==> config.mk <==
export PLATFORM = sky130hd
export DESIGN_NAME = rr_handshake_arbiter
export DESIGN_NICKNAME = d
export VERILOG_FILES = /design/src/rtl/rr_arb_pkg.sv /design/src/rtl/rr_rotate_search.sv /design/src/rtl/rr_prio_ptr.sv /design/src/rtl/rr_handshake_arbiter.sv
export SDC_FILE = /design/constraint.sdc
export NUM_CORES = 1
export LEC_CHECK = 0
export BUFFER_PORTS_ARGS = -buffer_cell sky130_fd_sc_hd__buf_2
export CAP_MARGIN = 20
export CORE_MARGIN = 1.5
export CORE_UTILIZATION = 45
export CTS_BUF_LIST = sky130_fd_sc_hd__clkbuf_2
export DETAILED_ROUTE_END_ITERATION = 16
export PLACE_DENSITY = 0.66
export REMOVE_ABC_BUFFERS = 1
export SLEW_MARGIN = 0
export SYNTH_ARGS = -nofsm -noshare
export SYNTH_HDL_FRONTEND = slang
export SYNTH_SLANG_ARGS = --single-unit
==> constraint.sdc <==
create_clock -name clk -period 10.09 [get_ports clk]
set_clock_uncertainty 0.15 [all_clocks]
set_input_delay 0.5045 -clock clk [delete_from_list [all_inputs] [get_ports clk]]
set_output_delay 0.5045 -clock clk [all_outputs]
set_load 0.05 [all_outputs]
==> src/rtl/rr_arb_pkg.sv <==
package rr_arb_pkg;

    // Classification of one clock cycle, used to steer the pointer update.
    typedef enum logic [1:0] {
        CK_RESET  = 2'd0,
        CK_IDLE   = 2'd1,
        CK_STALL  = 2'd2,
        CK_ACCEPT = 2'd3
    } cycle_kind_t;

endpackage

==> src/rtl/rr_rotate_search.sv <==
module rr_rotate_search #(
    parameter int NUM_REQ = 8,
    parameter int IDX_W   = $clog2(NUM_REQ)
) (
    input  logic [NUM_REQ-1:0] req_vec,
    input  logic [IDX_W-1:0]   start_ptr,
    output logic               any_req,
    output logic [IDX_W-1:0]   win_idx
);
    localparam int           DBL_W = 2 * NUM_REQ;
    localparam logic [IDX_W:0] N_EXT = (IDX_W + 1)'(NUM_REQ);

    logic [DBL_W-1:0]   dbl_req;
    logic [NUM_REQ-1:0] rot_req;
    logic [IDX_W-1:0]   offset;
    logic [IDX_W:0]     sum_ext;

    // Rotate so that the pointer position lands at bit 0.
    always_comb begin
        dbl_req = {req_vec, req_vec};
        for (int i = 0; i < NUM_REQ; i++) begin
            rot_req[i] = dbl_req[int'(start_ptr) + i];
        end
    end

    // Fixed-priority encoder: lowest set bit of the rotated vector wins.
    always_comb begin
        offset = '0;
        for (int i = NUM_REQ - 1; i >= 0; i--) begin
            if (rot_req[i]) offset = IDX_W'(i);
        end
    end

    // Add the pointer back, modulo the requester count.
    always_comb begin
        sum_ext = {1'b0, start_ptr} + {1'b0, offset};
        if (sum_ext >= N_EXT) win_idx = IDX_W'(sum_ext - N_EXT);
        else                  win_idx = sum_ext[IDX_W-1:0];
        any_req = |req_vec;
    end

endmodule

==> src/rtl/rr_prio_ptr.sv <==
module rr_prio_ptr
    import rr_arb_pkg::*;
#(
    parameter int NUM_REQ = 8,
    parameter int IDX_W   = $clog2(NUM_REQ)
) (
    input  logic             clk,
    input  logic             rst,
    input  logic             any_req,
    input  logic             out_ready,
    input  logic [IDX_W-1:0] win_idx,
    output logic [IDX_W-1:0] prio_ptr
);
    localparam logic [IDX_W-1:0] LAST_IDX = IDX_W'(NUM_REQ - 1);

    cycle_kind_t      kind;
    logic [IDX_W-1:0] ptr_nx;
    logic [IDX_W-1:0] after_win;

    always_comb begin
        if (rst)            kind = CK_RESET;
        else if (!any_req)  kind = CK_IDLE;
        else if (out_ready) kind = CK_ACCEPT;
        else                kind = CK_STALL;
    end

    always_comb begin
        after_win = (win_idx == LAST_IDX) ? '0 : win_idx + 1'b1;
        unique case (kind)
            CK_RESET:  ptr_nx = '0;
            CK_ACCEPT: ptr_nx = after_win;
            CK_IDLE:   ptr_nx = prio_ptr;
            CK_STALL:  ptr_nx = prio_ptr;
            default:   ptr_nx = prio_ptr;
        endcase
    end

    always_ff @(posedge clk) begin
        prio_ptr <= ptr_nx;
    end

endmodule

==> src/rtl/rr_handshake_arbiter.sv <==
module rr_handshake_arbiter #(
    parameter int NUM_REQ = 8,
    parameter int IDX_W   = $clog2(NUM_REQ)
) (
    input  logic               clk,
    input  logic               rst,
    input  logic [NUM_REQ-1:0] req_vec,
    input  logic               out_ready,
    output logic               win_valid,
    output logic [IDX_W-1:0]   win_idx
);
    logic [IDX_W-1:0] prio_ptr;
    logic             any_req;
    logic [IDX_W-1:0] found_idx;

    rr_rotate_search #(
        .NUM_REQ (NUM_REQ),
        .IDX_W   (IDX_W)
    ) u_search (
        .req_vec   (req_vec),
        .start_ptr (prio_ptr),
        .any_req   (any_req),
        .win_idx   (found_idx)
    );

    rr_prio_ptr #(
        .NUM_REQ (NUM_REQ),
        .IDX_W   (IDX_W)
    ) u_ptr (
        .clk       (clk),
        .rst       (rst),
        .any_req   (any_req),
        .out_ready (out_ready),
        .win_idx   (found_idx),
        .prio_ptr  (prio_ptr)
    );

    always_comb begin
        win_valid = any_req & ~rst;
        win_idx   = found_idx;
    end

endmodule

==> impl_results.md, run 1 <==
* Outcome: complete, no violations
* Clock transition time at the flip-flop clock pins of the worst setup and hold paths at 0.04 ns
* CTS buffer count at 3
* Setup slack of the worst register-to-register path at 5.71 ns
* Main synth FF type: edfxtp_1
* Count of cells resized by post-cts repair at 0
* Pleak at 0.419 nW
* # Post-CTS Setup Buffers at 0
* Ratio of routed vias to standard cells at 5.85
* Cell variety after synth at 32
* Die boundary height at 46.8 um
* Hold buffer count at CTS at 0
* Total of max-cap violations at 0
* Sum of met3 wire segment lengths after detailed routing at 69 um
* Buffers from clock root to sink, at most at 2
* Crit path launch: u_ptr.prio_ptr[0]
* Routed length on met1 at 862 um
* Highest layer used for signal routing: met3
* Final weighted congestion in routability-driven placement at 0.921
* Critical Path Source Type: flop
* Post-route setup slack at 5.44 ns
* Proportion of layout cells with a drive suffix above 1 at 0.343
* Number of hold-slack violations in the final timing report at 0
* Cell types with the largest area share after synthesis: mux4_2, mux2i_1, edfxtp_1
* Top reg by flops: u_ptr.prio_ptr
* Die area at 0.00219 mm^2
* Cell with the biggest individual delay on the critical path: edfxtp_1
* Number of standard-cell rows in the floorplan at 15
* Cell class contributing the biggest share of worst-path delay: adder cells
* Wire length of the first global-routing pass at 3160 um
* Final setup violating endpoints at 0
* Count of antenna-violating nets left after detailed routing at 0
* Total count of max-transition violations in the final report at 0
* Register Area at 90.1 um^2
* DP HPWL at 1540 um
* Highest net fanout along the worst path at 16
* Sequential element share of the synthesized area at 0.104
* Highest cell delay on the worst timing path at 0.73 ns
* Power Dens Cells at 229 mW/mm^2
* Pre-CTS worst setup slack at 5.69 ns
* #FFs+latches synth at 3
* Area share of the largest cell type after synthesis at 0.183
* Die width at 46.8 um
* Async set-reset flop share out of synthesis at 0
* Source of the worst register-to-register timing path: u_ptr.prio_ptr[0]
* Instance area after placement at 938 um^2
* # DRC at 0
* Max rail drop VDD at 0.163 mV
* Area growth syn-to-layout at 11.0%
* RSZ-0062 raised after global routing: no
* Period utilization at 0.461
* Worst-path cell chain: inv_1 -> ha_1 -> mux2i_1 -> mux2i_1 -> o221ai_1 -> a221oi_1 -> a21oi_1 -> a21oi_1 -> ha_1 -> fa_1 -> xnor2_1 -> buf_2
* Placeable core region at 0.00176 mm^2
* Area of the multi-input gates at 728 um^2
* DR iter-0 viols at 13
* Number of antenna violations at the first check in global routing at 0
* Net count, final at 119
* Endpoint required time on the critical path at 9.44 ns
* Via count of the first global-routing pass at 732
* Count of mapped cells out of synthesis at 85
* EDFF count, synth at 3
* CP endpoint kind: primary output
* Transition time at the pin with the least slew margin at 0.607 ns
* Fmax at 0.215 GHz
* Initial standard-cell utilization of the core at 0.489
* Synthesis Warnings at 0
* Tot GR Track Use at 0.199
* Number of search-and-repair iterations in the first detailed-routing pass at 4
* Final wirelength at 1880 um
* H-tree level count at 1
* Worst slew margin relative to its limit at 0.595
* Amount of wire on met2 after detailed routing at 947 um
* Cell at the root of the clock tree: clkbuf_2
* Setup TNS after final layout at 0 ns
* Clock latency on the worst-skew pair at 0.20 ns
* Source of the worst hold timing path: out_ready
* Hold Path Class: in2reg
* Clock sink count at 3
* Synthesized cell area at 863 um^2
* Routed wire per std cell at 15.2 um
* Classification of the worst setup path: reg2out
* Arrival time worst endpoint at 4.00 ns
* Power Total at 220 uW
* Maximum number of pins on one net before global-route repair at 17
* Via total after detailed routing at 725
* Syn Area/Cell at 10.2 um^2
* Total buffers and inverters traversed by the critical path at 2
* Number of port buffers at 14
* Number of flip-flops under the largest register name at 3
* Top Ports at 15
* Largest registers ranked by flip-flop count: u_ptr.prio_ptr x3
* Antenna diode count at 0
* Overflow after GRT at 0
* Filler cells at 180
* Final period demand of the worst path at 4.65 ns
* Clock tree from TritonCTS: yes
* Post-synthesis cell type with the largest combined area: mux4_2
* Post-route design area at 958 um^2
## cell usage after synthesis, types with 2 or more instances
| cell type | n |
|---|---|
| a21oi_1 | 6 |
| and2_1 | 2 |
| and3b_1 | 2 |
| buf_2 | 3 |
| edfxtp_1 | 3 |
| ha_1 | 7 |
| inv_1 | 5 |
| mux2_2 | 2 |
| mux2_4 | 4 |
| mux2i_1 | 9 |
| mux4_2 | 7 |
| nand2_1 | 7 |
| nand3_1 | 2 |
| nor2_1 | 3 |
| nor4_1 | 2 |
| o21ai_0 | 2 |
| o221ai_1 | 2 |
| xnor2_1 | 2 |
| xor2_1 | 2 |
## worst min-delay path, stage by stage
cell and delay [ns]:
buf_2 0.08, a21oi_1 0.03, nor2_1 0.08, ha_1 0.13
inv_1 0.07
## metrics by stage
step | hold slack [ns] | instances | util
global route | 0.760 | 124 | 0.543
floorplan | 0.786 | 81 | -
detailed placement | 0.920 | 120 | 0.532
global placement | 0.907 | 120 | 0.532
CTS | 0.714 | 124 | 0.543
finish | 0.715 | 124 | 0.543
## path summary, 6_finish.rpt
check,end,depth (start not counted)
hold reg to reg,u_ptr.prio_ptr[0],2
hold / removal,u_ptr.prio_ptr[2],5
setup / recovery,win_idx[2],12
setup reg to reg,u_ptr.prio_ptr[2],13
## layer usage
metal | GRT usage | vias up
met1 | 0.279 | 337
met4 | 0.0444 | 0
li1 | - | 362
met5 | 0 | -
met2 | 0.337 | 26
met3 | 0.0154 | 0
## final cells by class
type                    count  share of cell area
multi-input cells          73               0.760
flip-flops and latches      3              0.0940
repair buffers             14              0.0731
well taps                  25              0.0326
clock buffers               4              0.0209
inverters                   5              0.0196
## cell families (layout without fill, tap and decap cells)
family,after synthesis,after routing,synth area share
AOI/OAI and AO/OA,14,14,0.110
buffers and inverters,9,23,0.0522
DFF,3,3,0.104
xor gates and xnor gates,4,4,0.0406
muxes,23,23,0.412
and+or+nand+nor,24,24,0.157
adders and majority gates,8,8,0.125
## placed cells by master (no fill, tap or decap), types with 2 or more instances in the layout
cell type  synthesis  final
nand3_1            2      2
mux4_2             7      7
nor2_1             3      3
nand2_1            7      7
mux2i_1            9      9
mux2_4             4      4
xor2_1             2      2
ha_1               7      7
mux2_2             2      2
o221ai_1           2      2
edfxtp_1           3      3
inv_1              5      5
o21ai_0            2      2
xnor2_1            2      2
nor4_1             2      2
and3b_1            2      2
and2_1             2      2
buf_2              3     14
a21oi_1            6      6
clkbuf_2           0      4
## power by group
group	leakage (nW)	internal, mW	switching [mW]	total [mW]
Sequential	0.0310	0.0170	0.00790	0.0249
Clock	0.0166	0.0105	0.00575	0.0162
Combinational	0.372	0.0732	0.106	0.179
No activity file was read; power rests on OpenSTA's default activity.
==> run 2: changes to the inputs <==
ABC_AREA = 1   (was default)
PLACE_DENSITY = 0.67   (was 0.66)
clock period = 4.89 ns   (was 10.09 ns; I/O delays follow)
==> impl_results.md, run 2 <==
* Area fraction in compound gates after synthesis at 0.0338 (was 0.110)
* Wire length of the first global-routing pass at 2910 um (was 3160 um)
* Leading cell types in the layout, fill and taps excluded: nand2_1, nand3_1, nand2_2, buf_2, inv_1 (was buf_2, mux2i_1, mux4_2, nand2_1, ha_1)
* Total buffers and inverters traversed by the critical path at 3 (was 2)
* Number of cells on the worst reg-to-reg path at 20 (was 13)
* Worst reg2reg path endpoint: u_ptr.prio_ptr[2] (unchanged)
* Antenna diode count at 0 (unchanged)
* Final wirelength at 1540 um (was 1880 um)
* Clock latency on the worst-skew pair at 0.22 ns (was 0.20 ns)
* Power Dens Cells at 403 mW/mm^2 (was 229 mW/mm^2)
* Number of hold-slack violations in the final timing report at 0 (unchanged)
* Via count of the first global-routing pass at 769 (was 732)
* Clock tree from TritonCTS: yes (unchanged)
* Highest net fanout along the worst path at 11 (was 16)
* Cell at the root of the clock tree: clkbuf_2 (unchanged)
* Buffers from clock root to sink, at most at 2 (unchanged)
* Die area at 0.00190 mm^2 (was 0.00219 mm^2)
* Count of antenna-violating nets left after detailed routing at 0 (unchanged)
* #FFs+latches synth at 3 (unchanged)
* Die boundary height at 43.5 um (was 46.8 um)
* CP endpoint kind: primary output (unchanged)
* Number of search-and-repair iterations in the first detailed-routing pass at 4 (unchanged)
* Area growth syn-to-layout at 11.8% (was 11.0%)
* Ratio of routed vias to standard cells at 5.18 (was 5.85)
* Hold Path Class: in2reg (unchanged)
* Initial standard-cell utilization of the core at 0.485 (was 0.489)
* Pre-CTS worst setup slack at 1.32 ns (was 5.69 ns)
* Top Ports at 15 (unchanged)
* DR iter-0 viols at 17 (was 13)
* Area fraction in and, or, nand and nor cells after synthesis at 0.569 (was 0.157)
* Cell variety after synth at 20 (was 32)
* Clock sink count at 3 (unchanged)
* Final setup violating endpoints at 0 (unchanged)
* H-tree level count at 1 (unchanged)
* Worst hold path depth at 5 (unchanged)
* Source of the worst register-to-register timing path: u_ptr.prio_ptr[0] (unchanged)
* Cell class contributing the biggest share of worst-path delay: adder cells (unchanged)
* Most repeated library cell on the critical path: nand2_1
* Endpoint with the worst hold slack: u_ptr.prio_ptr[2] (unchanged)
* Synthesis Warnings at 0 (unchanged)
* Async set-reset flop share out of synthesis at 0 (unchanged)
* Layout Utilization at 0.543 (about the same)
* Routed wire per std cell at 9.95 um (was 15.2 um)
* Share of cell area taken by muxes after synthesis at 0 (was 0.412)
* Setup slack of the worst register-to-register path at 1.34 ns (was 5.71 ns)
* Maximum number of pins on one net before global-route repair at 12 (was 17)
* Setup TNS after final layout at 0 ns (unchanged)
* Number of port buffers at 14 (unchanged)
* Clock transition time at the flip-flop clock pins of the worst setup and hold paths at 0.05 ns (was 0.04 ns)
* Area share of the largest cell type after synthesis at 0.223 (was 0.183)
* Placeable core region at 0.00152 mm^2 (was 0.00176 mm^2)
* Main synth FF type: edfxtp_1 (unchanged)
* Synthesized cell area at 739 um^2 (was 863 um^2)
* Arrival time worst endpoint at 3.31 ns (was 4.00 ns)
* Total of max-cap violations at 0 (unchanged)
* Count of cells resized by post-cts repair at 0 (unchanged)
* # Post-CTS Setup Buffers at 0 (unchanged)
* Most frequently used cell type in the post-synthesis netlist: nand2_1 (was mux2i_1)
* Cell with the biggest individual delay on the critical path: edfxtp_1 (unchanged)
* Syn Area/Cell at 6.01 um^2 (was 10.2 um^2)
* Sequential element share of the synthesized area at 0.122 (was 0.104)
* Net count, final at 159 (was 119)
* Final period demand of the worst path at 3.71 ns
* DP HPWL at 1340 um (was 1540 um)
* Transition time at the pin with the least slew margin at 0.439 ns (was 0.607 ns)
* Proportion of layout cells with a drive suffix above 1 at 0.273 (was 0.343)
* Leading cell types by count after synthesis: nand2_1, nand3_1, nand2_2, inv_1, nor2_1 (was mux2i_1, ha_1, mux4_2, nand2_1, a21oi_1)
* Post-synthesis share of cell area spent on xor and xnor gates at 0.0237 (was 0.0406)
* Period utilization at 0.758
* RSZ-0062 raised after global routing: no (unchanged)
* Overflow after GRT at 0 (unchanged)
* Tot GR Track Use at 0.203 (was 0.199)
* Power Total at 333 uW (was 220 uW)
* Die width at 43.5 um (was 46.8 um)
* Classification of the worst setup path: reg2out (unchanged)
* Outcome: complete, no violations (unchanged)
* Number of flip-flops under the largest register name at 3 (unchanged)
* Adder-cell share of the synthesized area at 0.146 (was 0.125)
* Worst-path cell chain: inv_8 -> ha_1 -> inv_1 -> nand3_1 -> nand3_1 -> nand2_2 -> nand2_1 -> nand2_1 -> nand2_1 -> nand2_1 -> nand2_1 -> a21oi_2 -> ha_1 -> fa_1 -> xor2_1 -> nand3b_1 -> nand2_1 -> buf_2 (was inv_1 -> ha_1 -> mux2i_1 -> mux2i_1 -> o221ai_1 -> a221oi_1 -> a21oi_1 -> a21oi_1 -> ha_1 -> fa_1 -> xnor2_1 -> buf_2)
* EDFF count, synth at 3 (unchanged)
* # DRC at 0 (unchanged)
* Hold buffer count at CTS at 0 (unchanged)
* CTS buffer count at 3 (unchanged)
* Total count of max-transition violations in the final report at 0 (unchanged)
* Highest cell delay on the worst timing path at 0.61 ns (was 0.73 ns)
* Worst slew margin relative to its limit at 0.707 (was 0.595)
* Via total after detailed routing at 803 (was 725)
* Dominant combinational cell family by area after synthesis: simple AND/OR/NAND/NOR gates (was multiplexers)
* Crit path depth at 18 (was 12)
* Top reg by flops: u_ptr.prio_ptr (unchanged)
* Most frequent standard cell in the layout excluding fill and tap cells: nand2_1 (was buf_2)
* Final weighted congestion in routability-driven placement at 0.772 (was 0.921)
* Count of mapped cells out of synthesis at 123 (was 85)
* Post-route setup slack at 1.18 ns (was 5.44 ns)
* Critical Path Source Type: flop (unchanged)
* Max rail drop VDD at 0.269 mV (was 0.163 mV)
* Post-synthesis cell type with the largest combined area: nand2_1 (was mux4_2)
* Source of the worst hold timing path: out_ready (unchanged)
* Pleak at 0.467 nW (was 0.419 nW)
* Cell types with the largest area share after synthesis: nand2_1, nand3_1, edfxtp_1 (was mux4_2, mux2i_1, edfxtp_1)
* Largest registers ranked by flip-flop count: u_ptr.prio_ptr x3 (unchanged)
* Number of antenna violations at the first check in global routing at 0 (unchanged)
* Fmax at 0.270 GHz
* Number of standard-cell rows in the floorplan at 14 (was 15)
* Endpoint required time on the critical path at 4.50 ns (was 9.44 ns)
[run 2: cell count changes after synthesis, sizes merged, moves of 4 or more]
cell / before / now
mux4: 8 / 0
mux2i: 9 / 0
mux2: 6 / 0
a21oi: 6 / 2
inv: 5 / 13
nand3: 2 / 20
nor2: 3 / 11
nand2: 7 / 58
[run 2: worst reg2reg max path: stages (launching register included)]
cell and delay [ns]:
edfxtp_1 0.61, inv_8 0.09, ha_1 0.38, inv_1 0.15, nand3_1 0.11, nand3_1 0.11
nand2_2 0.07, nand2_1 0.07, nand2_1 0.04, nand2_1 0.05, nand2_1 0.04, nand2_1 0.07
a21oi_2 0.06, ha_1 0.19, fa_1 0.37, xor2_1 0.16, nand3b_1 0.13, nand2_1 0.07
ha_1 0.29, inv_1 0.06, nor2_1 0.04
[run 2: metal layers]
layer / global-route usage / vias to the layer above / wire [um]
met5: 0 / - / 0
met4: 0.0909 / 0 / 25
met3: 0.0250 / 2 / 34
met2: 0.382 / 16 / 824
met1: 0.225 / 360 / 660
li1: - / 425 / -
[run 2: kinds of logic after synthesis]
logic type | Yosys count
DFF | 3
adders and majority gates | 8
and+or+nand+nor | 92
AOI/OAI and AO/OA | 3
xor gates and xnor gates | 2
buffers and inverters | 15
[run 2: worst max-delay path by stage]
stage                                 start                 to  slack [ns]
after CTS                 u_ptr.prio_ptr[0]         win_idx[2]        1.16
final                     u_ptr.prio_ptr[0]         win_idx[2]        1.18
after detailed placement  u_ptr.prio_ptr[0]  u_ptr.prio_ptr[2]        1.32
after global routing      u_ptr.prio_ptr[0]         win_idx[2]        0.90
after floorplan           u_ptr.prio_ptr[0]  u_ptr.prio_ptr[2]        1.22
after global placement    u_ptr.prio_ptr[0]  u_ptr.prio_ptr[0]        1.41
[run 2: power breakdown]
part	total, mW	internal, mW	switching, mW
logic	0.254	0.0820	0.172
clock network	0.0369	0.0216	0.0153
registers	0.0423	0.0336	0.00872
[run 2: layout make-up]
cell class,count,area [um^2]
well taps,16,20.0
multi-input cells,105,571
clock buffers,4,20.0
repair buffers,14,70.1
fillers,174,697
inverters,13,56.3
flip-flops and latches,3,90.1
[run 2: per-stage QoR]
stage	hold WS [ns]	instance area [um^2]	std cells
floorplan	0.524	717	121
global placement	0.648	807	151
detailed placement	0.668	807	151
CTS	0.437	827	155
global route	0.467	827	155
finish	0.440	827	155
